<file path="config.mk">
export PLATFORM = sky130hd
export DESIGN_NAME = pin_port_ctrl
export DESIGN_NICKNAME = d
export VERILOG_FILES = /design/src/rtl/pio_pkg.sv /design/src/rtl/pio_sync.sv /design/src/rtl/pio_decode.sv /design/src/rtl/pio_regs.sv /design/src/rtl/pio_rdmux.sv /design/src/rtl/pin_port_ctrl.sv
export SDC_FILE = /design/constraint.sdc
export NUM_CORES = 1
export LEC_CHECK = 0
export ABC_AREA = 1
export BUFFER_PORTS_ARGS = -buffer_cell sky130_fd_sc_hd__buf_2
export CORE_MARGIN = 4
export CORE_UTILIZATION = 59
export CTS_BUF_LIST = sky130_fd_sc_hd__clkbuf_4 sky130_fd_sc_hd__clkbuf_8
export DETAILED_ROUTE_END_ITERATION = 10
export GPL_TIMING_DRIVEN = 0
export PLACE_DENSITY = 0.87
export SLEW_MARGIN = 25
export SYNTH_ARGS = -nofsm -noshare
export SYNTH_HDL_FRONTEND = slang
export SYNTH_SLANG_ARGS = --single-unit
</file>
<file path="constraint.sdc">
create_clock -name clk -period 3.7 [get_ports clk]
set_input_delay 0.37 -clock clk [delete_from_list [all_inputs] [get_ports clk]]
set_output_delay 0.37 -clock clk [all_outputs]
set_load 0.005 [all_outputs]
</file>
<file path="src/rtl/pio_pkg.sv">
// Package: shared register word indexes and the register-select type for the
// pin port controller. Assumes a 32-bit register port and byte offsets.
package pio_pkg;

    // Word indexes (byte offset / 4) of the mapped registers.
    localparam int unsigned IX_DIR  = 32'h134 / 4;
    localparam int unsigned IX_DIN  = 32'h138 / 4;
    localparam int unsigned IX_DOUT = 32'h13C / 4;
    localparam int unsigned IX_CLR  = 32'h190 / 4;
    localparam int unsigned IX_SET  = 32'h194 / 4;

    typedef enum logic [2:0] {
        RS_NONE = 3'd0,
        RS_DIR  = 3'd1,
        RS_DIN  = 3'd2,
        RS_DOUT = 3'd3,
        RS_CLR  = 3'd4,
        RS_SET  = 3'd5
    } reg_sel_e;

    // Map a word index to the register it selects.
    function automatic reg_sel_e decode_index(input int unsigned idx);
        case (idx)
            IX_DIR:  return RS_DIR;
            IX_DIN:  return RS_DIN;
            IX_DOUT: return RS_DOUT;
            IX_CLR:  return RS_CLR;
            IX_SET:  return RS_SET;
            default: return RS_NONE;
        endcase
    endfunction

endpackage

</file>
<file path="src/rtl/pio_sync.sv">
// Module: pio_sync
// Multi-stage flop synchronizer for a vector of asynchronous pin levels.
// Assumes each bit is independent; no cross-bit coherence is promised.
module pio_sync #(
    parameter int unsigned WIDTH  = 32,
    parameter int unsigned STAGES = 2
) (
    input  logic             clk,
    input  logic             rst_n,
    input  logic [WIDTH-1:0] async_in,
    output logic [WIDTH-1:0] sync_out
);

    logic [STAGES-1:0][WIDTH-1:0] chain_q;

    // Shift pin levels through the synchronizer stages.
    always_ff @(posedge clk) begin
        if (!rst_n) begin
            chain_q <= '0;
        end else begin
            chain_q[0] <= async_in;
            for (int s = 1; s < STAGES; s++) begin
                chain_q[s] <= chain_q[s-1];
            end
        end
    end

    assign sync_out = chain_q[STAGES-1];

endmodule

</file>
<file path="src/rtl/pio_decode.sv">
// Module: pio_decode
// Turns a bus request into a register select plus read and write strobes.
// Assumes byte addresses; the two low bits are not decoded.
module pio_decode
    import pio_pkg::*;
#(
    parameter int unsigned ADDR_W = 12
) (
    input  logic              bus_sel,
    input  logic              bus_wr,
    input  logic [ADDR_W-1:0] bus_addr,
    output reg_sel_e          reg_sel,
    output logic              wr_en,
    output logic              rd_en
);

    localparam int unsigned IDX_W = ADDR_W - 2;

    logic [IDX_W-1:0] word_idx;
    logic             unused_lo;

    assign word_idx  = bus_addr[ADDR_W-1:2];
    assign unused_lo = ^bus_addr[1:0];

    // Select the addressed register from the word index.
    always_comb begin
        reg_sel = decode_index(int'(word_idx));
    end

    assign wr_en = bus_sel &  bus_wr;
    assign rd_en = bus_sel & ~bus_wr;

endmodule

</file>
<file path="src/rtl/pio_regs.sv">
// Module: pio_regs
// Direction, output data and input capture registers with write-one
// set/clear aliases. Assumes wr_en is a single-cycle strobe qualified by
// reg_sel; the input register is read-only.
module pio_regs
    import pio_pkg::*;
#(
    parameter int unsigned WIDTH = 32
) (
    input  logic             clk,
    input  logic             rst_n,
    input  logic             wr_en,
    input  reg_sel_e         reg_sel,
    input  logic [WIDTH-1:0] wdata,
    input  logic [WIDTH-1:0] pins_sync,
    output logic [WIDTH-1:0] dir_q,
    output logic [WIDTH-1:0] dout_q,
    output logic [WIDTH-1:0] din_q
);

    logic [WIDTH-1:0] dout_nxt;

    // Direction register: resets to all inputs, loaded by a full write.
    always_ff @(posedge clk) begin
        if (!rst_n) begin
            dir_q <= '1;
        end else if (wr_en && reg_sel == RS_DIR) begin
            dir_q <= wdata;
        end
    end

    // Next output data value for a full write, set alias or clear alias.
    always_comb begin
        dout_nxt = dout_q;
        if (wr_en) begin
            unique case (reg_sel)
                RS_DOUT: dout_nxt = wdata;
                RS_SET:  dout_nxt = dout_q | wdata;
                RS_CLR:  dout_nxt = dout_q & ~wdata;
                default: dout_nxt = dout_q;
            endcase
        end
    end

    // Output data register: resets to zero.
    always_ff @(posedge clk) begin
        if (!rst_n) begin
            dout_q <= '0;
        end else begin
            dout_q <= dout_nxt;
        end
    end

    // Input data register: captures the synchronized pin levels every cycle.
    always_ff @(posedge clk) begin
        if (!rst_n) begin
            din_q <= '0;
        end else begin
            din_q <= pins_sync;
        end
    end

    // state straight out of reset
    a_r1_reset_state: assert property (@(posedge clk) disable iff (!rst_n)
        !$past(rst_n) |-> (dir_q == '1 && dout_q == '0));

    // direction write lands next cycle
    a_r2_dir_write: assert property (@(posedge clk) disable iff (!rst_n)
        (wr_en && reg_sel == RS_DIR) |=> dir_q == $past(wdata));

    // set alias only raises written-one bits
    a_r5_set_alias: assert property (@(posedge clk) disable iff (!rst_n)
        (wr_en && reg_sel == RS_SET) |=>
            (dout_q == ($past(dout_q) | $past(wdata))));

    // clear alias only lowers written-one bits
    a_r6_clr_alias: assert property (@(posedge clk) disable iff (!rst_n)
        (wr_en && reg_sel == RS_CLR) |=>
            (dout_q == ($past(dout_q) & ~$past(wdata))));

    // writes to read-only or unmapped offsets leave state alone
    a_r7_ignored_write: assert property (@(posedge clk) disable iff (!rst_n)
        (wr_en && (reg_sel == RS_NONE || reg_sel == RS_DIN)) |=>
            ($stable(dir_q) && $stable(dout_q)));

endmodule

</file>
<file path="src/rtl/pio_rdmux.sv">
// Module: pio_rdmux
// Read data multiplexer. Returns zero when no read is requested or the
// offset is unmapped; both aliases return the output data register.
module pio_rdmux
    import pio_pkg::*;
#(
    parameter int unsigned WIDTH = 32
) (
    input  logic             rd_en,
    input  reg_sel_e         reg_sel,
    input  logic [WIDTH-1:0] dir_q,
    input  logic [WIDTH-1:0] dout_q,
    input  logic [WIDTH-1:0] din_q,
    output logic [WIDTH-1:0] rdata
);

    // Pick the addressed register for a read, zero otherwise.
    always_comb begin
        rdata = '0;
        if (rd_en) begin
            case (reg_sel)
                RS_DIR:                  rdata = dir_q;
                RS_DIN:                  rdata = din_q;
                RS_DOUT, RS_SET, RS_CLR: rdata = dout_q;
                default:                 rdata = '0;
            endcase
        end
    end

endmodule

</file>
<file path="src/rtl/pin_port_ctrl.sv">
// Module: pin_port_ctrl
// Top of the memory-mapped pin port controller: decode, registers,
// input synchronizer and read mux. Assumes a zero-wait-state bus whose
// inputs are stable at the clock edge; pin_in may be asynchronous.
module pin_port_ctrl
    import pio_pkg::*;
#(
    parameter int unsigned DATA_W    = 32,
    parameter int unsigned ADDR_W    = 12,
    parameter int unsigned SYNC_DEPTH = 2
) (
    input  logic              clk,
    input  logic              rst_n,
    input  logic              bus_sel,
    input  logic              bus_wr,
    input  logic [ADDR_W-1:0] bus_addr,
    input  logic [DATA_W-1:0] bus_wdata,
    output logic [DATA_W-1:0] bus_rdata,
    output logic [DATA_W-1:0] pin_oe,
    output logic [DATA_W-1:0] pin_out,
    input  logic [DATA_W-1:0] pin_in
);

    reg_sel_e          reg_sel;
    logic              wr_en;
    logic              rd_en;
    logic [DATA_W-1:0] pins_sync;
    logic [DATA_W-1:0] dir_q;
    logic [DATA_W-1:0] dout_q;
    logic [DATA_W-1:0] din_q;

    pio_decode #(.ADDR_W(ADDR_W)) u_decode (
        .bus_sel (bus_sel),
        .bus_wr  (bus_wr),
        .bus_addr(bus_addr),
        .reg_sel (reg_sel),
        .wr_en   (wr_en),
        .rd_en   (rd_en)
    );

    pio_sync #(.WIDTH(DATA_W), .STAGES(SYNC_DEPTH)) u_sync (
        .clk     (clk),
        .rst_n   (rst_n),
        .async_in(pin_in),
        .sync_out(pins_sync)
    );

    pio_regs #(.WIDTH(DATA_W)) u_regs (
        .clk      (clk),
        .rst_n    (rst_n),
        .wr_en    (wr_en),
        .reg_sel  (reg_sel),
        .wdata    (bus_wdata),
        .pins_sync(pins_sync),
        .dir_q    (dir_q),
        .dout_q   (dout_q),
        .din_q    (din_q)
    );

    pio_rdmux #(.WIDTH(DATA_W)) u_rdmux (
        .rd_en  (rd_en),
        .reg_sel(reg_sel),
        .dir_q  (dir_q),
        .dout_q (dout_q),
        .din_q  (din_q),
        .rdata  (bus_rdata)
    );

    // Pads drive where the direction bit is 0 (output).
    assign pin_oe  = ~dir_q;
    assign pin_out = dout_q;

    // pad enable follows a direction write on the next cycle
    a_r2_oe_follows_write: assert property (@(posedge clk) disable iff (!rst_n)
        (bus_sel && bus_wr && bus_addr[ADDR_W-1:2] == (ADDR_W-2)'(IX_DIR))
            |=> pin_oe == ~$past(bus_wdata));

    // full output write reaches the pins on the next cycle
    a_r4_dout_write: assert property (@(posedge clk) disable iff (!rst_n)
        (bus_sel && bus_wr && bus_addr[ADDR_W-1:2] == (ADDR_W-2)'(IX_DOUT))
            |=> pin_out == $past(bus_wdata));

endmodule

</file>
* Word level (Yosys, flattened, before mapping)
Cells that the tools add are included.
** Storage, ports and cells
- Flip-flop bits (word level) :: 160
- Output and inout bits :: 96
- Bits of input ports :: 80
- Word-level logic and storage cells :: 30
** Operators by class
- Bitwise operators :: 7
- Equality and inequality tests :: 10
- Reductions and logical operators :: 4
- Mux-type cells :: 4
** Operators by type and width (number)
- $pmux 32 s3 :: 2
- $not 32->32 :: 2
- $eq 10x7->1 const B :: 5
- $and 32x32->32 :: 1
- $mux 32 :: 1
- $or 32x32->32 :: 1
- $pmux 3 s5 :: 1
- $eq 3x2->1 const B :: 2
- $eq 3x3->1 const B :: 2
- $eq 3x1->1 const B :: 1
- $reduce_bool 3->1 :: 1
- $reduce_or 3->1 :: 1
- $and 1x1->1 :: 2
- $reduce_and 2->1 :: 1
- $logic_and 1x1->1 :: 1
- $not 1->1 :: 1

* Logic depth before layout (Yosys ltp)
Gate-level depths: netlist of the first run.
- Depth after elaboration :: 6
- Mapped depth :: 12
- Mapped depth without buffers :: 11

* By module
From an unflattened synthesis of the first run, not the netlist that was laid out.
** Unflattened totals
- Cell total of the unflattened synthesis :: 980
- Area, all modules :: 7135.6 sq um
** By module, submodules not included
- pio_regs :: sequential area each 1921.8 sq um, area an instance 3643.5 sq um, cells each 459, instances 1
- pio_sync :: sequential area each 1281.2 sq um, area an instance 2080.7 sq um, cells each 231, instances 1
- pio_rdmux :: sequential area each 0.0 sq um, area an instance 1136.1 sq um, cells each 224, instances 1
- pio_decode :: sequential area each 0.0 sq um, area an instance 155.1 sq um, cells each 34, instances 1
- pin_port_ctrl :: sequential area each 0.0 sq um, area an instance 120.1 sq um, cells each 32, instances 1

* Least setup slack after synthesis of the first run
Ideal clock, no wire load.
- Path type :: input port to output port
- From :: input bus_addr[9]
- To :: output bus_rdata[19]
- Setup slack :: 1984 ps
- Arrival :: 1346 ps
- Path buffers :: 2
- Stages on the path :: 9
- Required time :: 3330 ps
- Cells stage by stage :: inv_2 -> nand2_1 -> nor2_4 -> buf_2 -> buf_2 -> nand4_1 -> o211ai_1 -> nand2_1 -> inv_1
** On the way
- Cells in the longest elaborated chain, start to end :: 6
- Elaborated cells between the ends (all ways) :: 14
- Those cells by class :: eq/ne (10); mux (3); reduce/logical (1)
** RTL lines
- start, declared :: RTL line pin_port_ctrl.sv:16 : input logic [ADDR_W-1:0] bus_addr,
- $eq 10x7->1 :: RTL line pio_pkg.sv:23 : case (idx)
- $pmux 3 s5 * :: RTL line pio_pkg.sv:23
- $eq 3x2->1 or $eq 3x3->1 (tied branches) :: RTL line pio_rdmux.sv:21 : case (reg_sel)
- $reduce_or 3->1 :: RTL line pio_rdmux.sv:21
- $pmux 32 s3 * :: RTL line pio_rdmux.sv:21
- $mux 32 * :: RTL line pio_rdmux.sv:20 : if (rd_en) begin
- end, declared :: RTL line pin_port_ctrl.sv:18 : output logic [DATA_W-1:0] bus_rdata,
Mark *: on every way between the ends. The rest lies on a longest branch, timed or not.

* Worst setup path after layout of the first run
- From :: input bus_addr[9]
- To :: output bus_rdata[16]
The elaborated chain is that of the path after synthesis.

==> results of run 1 <==
-- worst min-delay path by stage --
stage,from,endpoint,cells after the start
6_report,pin_in[25],u_sync.chain_q[25],3
4_1_cts,pin_in[25],u_sync.chain_q[25],3
5_1_grt,pin_in[3],u_sync.chain_q[3],3
3_5_place_dp,u_sync.sync_out[19],u_regs.din_q[19],2
3_3_place_gp,u_sync.chain_q[4],u_sync.sync_out[4],2
2_1_floorplan,u_sync.chain_q[4],u_sync.sync_out[4],2
-- flip-flops by register name (all words and copies together), names as in the netlist --
name,cells
u_regs.din_q,32
u_regs.dir_q,32
u_regs.dout_q,32
u_sync.chain_q,32
u_sync.sync_out,32
-- Yosys cell counts --
| library cell | number |
|---|---|
| buf_1 | 4 |
| nor2_4 | 2 |
| o211ai_1 | 61 |
| buf_2 | 11 |
| nor2_2 | 2 |
| nor3_2 | 1 |
| clkbuf_1 | 34 |
| nand2_2 | 1 |
| nand4_1 | 64 |
| a21oi_1 | 32 |
| nand2_1 | 272 |
| inv_2 | 12 |
| inv_1 | 196 |
| buf_4 | 7 |
| nor2_1 | 11 |
| nand3b_1 | 1 |
| dfxtp_1 | 160 |
| nand3_2 | 1 |
| nand3_1 | 43 |
| nand4_2 | 1 |
| buf_6 | 4 |
-- power breakdown --
| group | switching (mW) | internal [mW] |
|---|---|---|
| Clock | 0.737 | 0.521 |
| Combinational | 0.116 | 0.0587 |
| Sequential | 0.0102 | 1.76 |
-- through the flow --
| step | worst slack [ps] | area [µm²] | total power [mW] |
|---|---|---|---|
| 6_report | 1260 | 8097 | 3.206 |
| 5_1_grt | 1164 | 8097 | 3.307 |
| 4_1_cts | 1298 | 8094 | 3.207 |
| 3_5_place_dp | 1287 | 7697 | 1.983 |
| 3_3_place_gp | 1307 | 7697 | 1.978 |
| 2_1_floorplan | 1984 | 6656 | 1.903 |
-- metal layers --
| metal | global-route usage, % | wire (µm) | share of wire [%] | up-vias |
|---|---|---|---|---|
| met5 | 0 | 26 | 0.14 | - |
| met4 | 11.24 | 625 | 3.5 | 4 |
| met3 | 6.660 | 2056 | 11 | 54 |
| met2 | 44.73 | 8226 | 46 | 396 |
| met1 | 37.28 | 7143 | 40 | 2776 |
| li1 | - | - | - | 3243 |
-- layout make-up --
cell class | count | area, µm²
sequential | 160 | 3203
inverter | 208 | 780.7
timing repair buffer | 173 | 865.8
clock inverter | 14 | 148.9
multi-input combinational | 492 | 2377
clock buffer | 18 | 247.7
tap | 140 | 175.2
buffer | 60 | 295.3
antenna | 1 | 2.502
fill | 900 | 2839
-- worst max-delay path, stage by stage --
cell	delay, ps
buf_2	110
inv_2	40
nand2_1	90
nor2_4	250
nand3_2	260
buf_1	400
o211ai_1	320
nand2_1	80
inv_1	50
buf_2	100
-- cell families (layout without fill, tap and decap cells) --
logic type	Yosys count	count (layout)	synth area share, %
AOI/OAI and AO/OA	93	93	9.286
buffers and inverters	268	473	16.17
and+or+nand+nor	399	399	26.43
other	0	1	0
DFF	160	160	48.12
==> impl_metrics.yaml, run 1 <==
critical_path:
  rr_worst_depth: 2
  r2r_end: "u_regs.dir_q[29]"
  crit_arrival_ps: 2070
  rr_startpoint: "u_regs.dir_q[29]"
  reg2reg_slack_ps: 3020
  path_max_fanout: 10
  crit_end: "bus_rdata[16]"
  crit_start: "bus_addr[9]"
  end_kind: "output pin"
  cp.required_ps: 3330
  critPathKind: "in -> out"
  start_kind: "input port"
logic_synthesis:
  yosysSeqAreaShare_pct: 48.12
  yosysUniqueCellTypes: 21
  yosys.area.top_type: "dfxtp_1"
  yosysTopAreaCellShare_pct: 48.12
  synthesis.area_um2: 6656
  ys_seq_elements: 160
  ys_warn_count: 0
  synth_area_leaders: "dfxtp_1 48%, nand2_1 15%, inv_1 11%"
  syn_inst: 920
  mappedNetlistNets: 1000
  avgSynthCellArea_um2: 7.235
floorplanning:
  initial_core_util_pct: 60.87
  row_count: 38
  die_h_um: 114.2
  pin_count: 176
  coreArea_um2: 10940
  die-area_um2: 13050
  fp.dieW_um: 114.2
grt:
  antenna_found_initial: 3
  grt.total_usage_pct: 28.20
  grt_max_degree: 18
  grt_pass1_wl_um: 29030
  grt_pass1_vias: 5992
  grt_overflow: 0
power:
  p_leak_nw: 4.904
  peakVddDrop_mv: 0.2929
  power_density_nw_per_um2: 396.0
clock_tree:
  clockRootBuffer: "clkbuf_8"
  post_cts_buffers: 0
  cts_resized: 0
  clock-sinks: 160
  numCtsBuffers: 17
  postCtsHoldBufs: 0
  clkLatencyLatePin_ps: 460
  cts_max_level: 4
  clkSlewWorstSetupHoldPaths_ps: 90
  tritoncts: "yes"
  cts.path.max_buffers: 2
run_status:
  status: "complete, no violations"
final_layout:
  layout-drive-gt1-share_pct: 21.96
  fin_cells: 1266
  finish.utilization_pct: 74.04
  final_common_cell: "nand2_1"
  mostFrequentLayoutCells: "272 x nand2_1, 196 x inv_1, 184 x buf_2, 160 x dfxtp_1, 64 x nand4_1"
  areaGrowthSynthToFinish_pct: 21.64
  nNetsFinal: 1192
sta:
  fmaxAchievable_mhz: 409.9
  fin_tns_setup_ps: 0
  post-route-period-util_pct: 65.94
  relSlewSlack_pct: 49.26
  fin_hold_ws_ps: 90.38
  rsz0062_at_grt: "no"
  skew_ps: 12.81
  maxSlewViolCount: 0
  worstMarginPinSlew_ps: 761.1
  finalSetupViolations: 0
  period_needed_ps: 2440
  hold_violations: 0
route:
  drc: 0
  wirelength_um: 18080
  detail-route-antenna-nets: 0
  wl_per_cell_um: 14.28
  via_per_inst: 5.113
  dr_total_vias: 6473
  drtIter0Drc: 720
  drt_first_pass_iters: 5
place:
  portBuffers: 173
  gp_congestion: 0.9350
  place_inst: 1233
  dp_hpwl_um: 13140
job:
  cap_violations: 0
worst_hold_path:
  hold_class: "in -> reg"
Note: power is estimated with default switching activity, not from simulation.
==> inputs of run 2 (changes only) <==
--- a/config.mk
+++ b/config.mk
@@ -8,11 +8,11 @@
 export ABC_AREA = 1
 export BUFFER_PORTS_ARGS = -buffer_cell sky130_fd_sc_hd__buf_2
 export CORE_MARGIN = 4
-export CORE_UTILIZATION = 59
+export CORE_UTILIZATION = 55
 export CTS_BUF_LIST = sky130_fd_sc_hd__clkbuf_4 sky130_fd_sc_hd__clkbuf_8
 export DETAILED_ROUTE_END_ITERATION = 10
 export GPL_TIMING_DRIVEN = 0
-export PLACE_DENSITY = 0.87
+export PLACE_DENSITY = 0.82
 export SLEW_MARGIN = 25
 export SYNTH_ARGS = -nofsm -noshare
 export SYNTH_HDL_FRONTEND = slang
==> constraint.sdc (replaced) <==
create_clock -name clk -period 2.4 [get_ports clk]
set_input_delay 0.24 -clock clk [delete_from_list [all_inputs] [get_ports clk]]
set_output_delay 0.24 -clock clk [all_outputs]
set_load 0.005 [all_outputs]
==> run 2 against run 1 <==
Compared with the run above:
- design area increased by 4.0%
- clock-buffer cell count unchanged
- critical path type unchanged
- power increased by 54%
- via count increased by 1.2%
- highest routed layer unchanged
- clock skew increased by 2.9 ps
- sequential share of layout area decreased by 1.5 points
- global-route usage decreased by 1.6 points
- sequential cell count unchanged
- clock power increased by 52%
- worst hold slack got worse by 21 ps
- combinational power increased by 75%
==> impl_metrics.yaml, run 2 (synthesized netlist as in run 1, its figures left out) <==
route:
  drtIter0Drc: 695
  wirelength_um: 18380
  dr_total_vias: 6551
  drc: 0
  via_per_inst: 5.024
  drt_first_pass_iters: 8
  detail-route-antenna-nets: 0
  wl_per_cell_um: 14.09
clock_tree:
  clockRootBuffer: "clkbuf_8"
  numCtsBuffers: 17
  cts_max_level: 4
  post_cts_buffers: 0
  cts.path.max_buffers: 2
  clkSlewWorstSetupHoldPaths_ps: 100
  clock-sinks: 160
  clkLatencyLatePin_ps: 450
  tritoncts: "yes"
power:
  peakVddDrop_mv: 0.4318
  power_density_nw_per_um2: 588.0
  p_leak_nw: 5.035
place:
  portBuffers: 173
  dp_hpwl_um: 13570
  gp_congestion: 0.9419
  dpl_cell_area_um2: 7701
sta:
  post-route-period-util_pct: 90.19
  relSlewSlack_pct: 52.67
  period_needed_ps: 2165
  finalSetupViolations: 0
  fmaxAchievable_mhz: 462.0
  maxSlewViolCount: 0
  hold_violations: 0
  fin_tns_setup_ps: 0
  worstMarginPinSlew_ps: 709.9
  skew_ps: 15.67
  rsz0062_at_grt: "no"
critical_path:
  start_kind: "input port"
  critPathKind: "in -> out"
  cp.required_ps: 2160
  crit_arrival_ps: 1920
  end_kind: "output pin"
  rr_worst_depth: 2
  path_max_fanout: 10
grt:
  grt_overflow: 0
  grt_pass1_wl_um: 30070
  grt_max_degree: 18
  grt_pass1_vias: 6147
  grt.total_usage_pct: 26.62
  antenna_found_initial: 7
final_layout:
  mostFrequentLayoutCells: "272 x nand2_1, 196 x inv_1, 184 x buf_2, 160 x dfxtp_1, 64 x nand4_1"
  design_area_um2: 8422
  nNetsFinal: 1224
  n_fill_cell: 948
  layout-drive-gt1-share_pct: 21.35
  areaGrowthSynthToFinish_pct: 26.52
  final_common_cell: "nand2_1"
worst_hold_path:
  hold_depth: 3
  hold_class: "in -> reg"
floorplanning:
  initial_core_util_pct: 57.32
  row_count: 39
  coreArea_um2: 11610
  fp.dieW_um: 118.0
  die_h_um: 118.0
  pin_count: 176
  die-area_um2: 13930
run_status:
  status: "complete, no violations"
job:
  cap_violations: 0
[run 2: cell count changes in the layout (fill, tap and decap cells not counted), sizes merged]
cell | before | now
dlygate4sd3 | 0 | 32
diode | 1 | 4
[run 2: layout make-up]
type / count / area [µm²] / area share (%)
plain buffers: 60 / 295.3 / 3.506
clock buffers: 18 / 241.5 / 2.867
multi-input cells: 492 / 2377 / 28.23
well taps: 143 / 178.9 / 2.125
flip-flops and latches: 160 / 3203 / 38.03
diodes: 4 / 10.01 / 0.1189
inverters: 208 / 780.7 / 9.271
clock inverters: 14 / 148.9 / 1.768
repair buffers: 205 / 1186 / 14.08
[run 2: report_power, final]
group	internal, mW	switching (mW)
clock network	0.788	1.12
logic	0.124	0.183
registers	2.72	0.0158
total	3.63	1.32
[run 2: what timing repair did]
item | 4_1_cts | 5_1_grt
hold endpoints to repair | 32 | 0
hold buffers | 32 | 0
endpoints found under the setup margin | 0 | 0
resized for setup | 0 | 0
[run 2: worst paths after layout]
kind | to | slack (ps) | from
worst min-delay path | u_regs.dout_q[6] | 70 | bus_wdata[6]
worst max-delay path | bus_rdata[12] | 240 | bus_addr[9]
worst min register to register | u_sync.sync_out[6] | 410 | u_sync.chain_q[6]
worst max register to register | u_regs.dout_q[2] | 1710 | u_regs.dout_q[2]
[run 2: critical path, cell delays in order]
cell      delay (ps)
buf_2            110
inv_2             40
nand2_1           80
nor2_4           240
nand3_2          260
buf_1            400
o211ai_1         300
nand2_1           70
inv_1             70
buf_2            110
[run 2: through the flow]
| step | power, mW | setup WS [ps] | util [%] | cells | hold slack, ps |
|---|---|---|---|---|---|
| finish | 4.952 | 235.4 | 72.52 | 1304 | 69.86 |
| global route | 5.149 | 158.3 | 72.52 | 1304 | 42.48 |
| CTS | 4.968 | 276.4 | 72.43 | 1300 | 59.35 |
| detailed placement | 3.056 | 281.1 | 66.31 | 1236 | 394.7 |
| global placement | 3.051 | 294.0 | 66.31 | 1236 | 387.9 |
| floorplan | 2.933 | 944.1 | - | 920 | 337.6 |
[run 2: per-layer routing]
| metal | global-route usage (%) | routed length (µm) |
|---|---|---|
| met1 | 33.65 | 7249 |
| met2 | 42.65 | 8618 |
| met3 | 7.544 | 1989 |
| met4 | 11.36 | 485 |
| met5 | 0 | 35 |
==> inputs of run 3 (changes only) <==
==> constraint.sdc (replaced) <==
create_clock -name clk -period 2.4 [get_ports clk]
set_input_delay 0.48 -clock clk [delete_from_list [all_inputs] [get_ports clk]]
set_output_delay 0.48 -clock clk [all_outputs]
set_load 0.005 [all_outputs]
==> run 3 against run 2 <==
Compared with the run above:
- core utilization decreased by 1.5 points
- combinational power decreased by 10%
- first-iteration DRC count increased by 3.0%
- fmax decreased by 7.0%
- clock-buffer cell count unchanged
- design area decreased by 2.1%
- sequential share of layout area increased by 0.80 points
- worst setup slack got worse by 160 ps
- sequential cell count unchanged
- worst hold slack improved by 140 ps
- final cell count decreased by 2.1%
- register-to-register slack about the same
- critical endpoint is now bus_rdata[17]
- largest cell class unchanged
- largest power group unchanged
- highest routed layer unchanged
==> impl_metrics.yaml, run 3 (synthesized netlist as in run 1, its figures left out) <==
route:
  drtIter0Drc: 716
  drt_first_pass_iters: 5
  detail-route-antenna-nets: 0
  via_per_inst: 5.020
  wirelength_um: 18130
  dr_total_vias: 6411
  wl_per_cell_um: 14.19
  drc: 0
floorplanning:
  coreArea_um2: 11610
  initial_core_util_pct: 57.32
  die-area_um2: 13930
  row_count: 39
  fp.dieW_um: 118.0
  pin_count: 176
  die_h_um: 118.0
critical_path:
  cp_common_cell: "nand2_1"
  end_kind: "output pin"
  cp.required_ps: 1920
  cpMaxStageDelayCell: "nor2_4"
  cpPeakStageDelay_ps: 200
  path_delay_family: "buffers and inverters"
  start_kind: "input port"
  critPathKind: "in -> out"
  cp_num_buf_inv: 7
  crit_arrival_ps: 1850
  path_max_fanout: 10
  crit_path_cell_trace: "buf_2 -> inv_1 -> nand2_1 -> nor2_4 -> buf_6 -> nand3_4 -> nand2_1 -> nand3_2 -> inv_4 -> buf_8 -> nand2_1 -> inv_1 -> buf_2"
clock_tree:
  cts_max_level: 4
  clkLatencyLatePin_ps: 450
  clockRootBuffer: "clkbuf_8"
  numCtsBuffers: 17
  clkSlewWorstSetupHoldPaths_ps: 90
  tritoncts: "yes"
  cts.path.max_buffers: 2
  clock-sinks: 160
grt:
  grt_max_degree: 18
  grt_pass1_wl_um: 29310
  antenna_found_initial: 7
  grt_overflow: 0
  grt_pass1_vias: 5978
  grt.total_usage_pct: 25.98
place:
  gp_congestion: 0.9419
  portBuffers: 173
  dp_hpwl_um: 13570
power:
  finalPower_mw: 4.926
  p_leak_nw: 4.951
  power_density_nw_per_um2: 597.2
  peakVddDrop_mv: 0.4205
worst_hold_path:
  hold_class: "in -> reg"
job:
  cap_violations: 0
sta:
  maxSlewViolCount: 0
  post-route-period-util_pct: 96.96
  fin_tns_setup_ps: 0
  finalSetupViolations: 0
  rsz0062_at_grt: "yes"
  hold_violations: 0
  relSlewSlack_pct: 61.17
  worstMarginPinSlew_ps: 582.5
  fmaxAchievable_mhz: 429.7
  skew_ps: 12.80
  period_needed_ps: 2327
final_layout:
  areaGrowthSynthToFinish_pct: 23.93
  nNetsFinal: 1197
  final_common_cell: "nand2_1"
  finish.utilization_pct: 71.03
  mostFrequentLayoutCells: "269 x nand2_1, 196 x inv_1, 179 x buf_2, 160 x dfxtp_1, 64 x nand4_1"
  layout-drive-gt1-share_pct: 23.27
run_status:
  status: "complete, no violations"
run 3: cell count changes in the layout (fill, tap and decap cells not counted), moves of 3 or more:
cell           delta
buf_8             +3
clkbuf_1          -4
buf_6             +3
buf_4             +7
nand2_2           +3
nand2_1           -3
buf_2             -5
nor2_4            +4
dlygate4sd3_1    -32
run 3: metrics by stage:
step,instances,hold WS (ps),instance area (µm²),setup WS (ps)
global placement,1236,387.9,7701,-186.0
global route,1277,182.2,8249,-27.05
floorplan,920,386.4,6656,464.1
finish,1277,209.0,8249,73.00
detailed placement,1236,394.7,7701,-198.9
CTS,1273,193.3,8159,12.78
run 3: worst min-delay path, stage by stage:
cell,delay (ps)
buf_2,70
nand2_1,40
inv_1,40
run 3: path summary, 6_finish.rpt:
path / start / endpoint / slack, ps / depth (start not counted)
min reg2reg: u_sync.chain_q[6] / u_sync.sync_out[6] / 410 / 2
max: bus_addr[6] / bus_rdata[17] / 70 / 13
max reg2reg: u_regs.dout_q[2] / u_regs.dout_q[2] / 1700 / 2
min: pin_in[25] / u_sync.chain_q[25] / 210 / 3
run 3: final cells by class:
| class | count | area (µm²) |
|---|---|---|
| multi-input combinational | 492 | 2422 |
| clock inverter | 14 | 148.9 |
| tap | 143 | 178.9 |
| inverter | 208 | 783.3 |
| buffer | 58 | 339.1 |
| sequential | 160 | 3203 |
| fill | 970 | 3364 |
| timing repair buffer | 180 | 922.1 |
| clock buffer | 18 | 241.5 |
| antenna | 4 | 10.01 |
run 3: report_power, final:
group          switching (mW)  leakage (nW)  internal (mW)
Sequential             0.0157          1.31           2.72
Combinational           0.180          3.45         0.0962
Clock                    1.13         0.190          0.788
run 3: layer usage:
| layer | part of all wire [%] | vias to the layer above | GRT usage, % | wire length (µm) |
|---|---|---|---|---|
| li1 | - | 3258 | - | - |
| met1 | 40 | 2790 | 32.74 | 7182 |
| met2 | 47 | 313 | 40.78 | 8465 |
| met3 | 11 | 44 | 7.689 | 1949 |
| met4 | 2.8 | 6 | 12.53 | 500 |
| met5 | 0.16 | - | 0 | 29 |
run 3: what timing repair did:
item | in CTS | in global routing
setup buffers | 5 | 2
gates resized for setup | 10 | 29
gates cloned | 0 | 0
hold buffers | 0 | 0
endpoints found under the setup margin | 30 | 30
pin swaps | 3 | 3
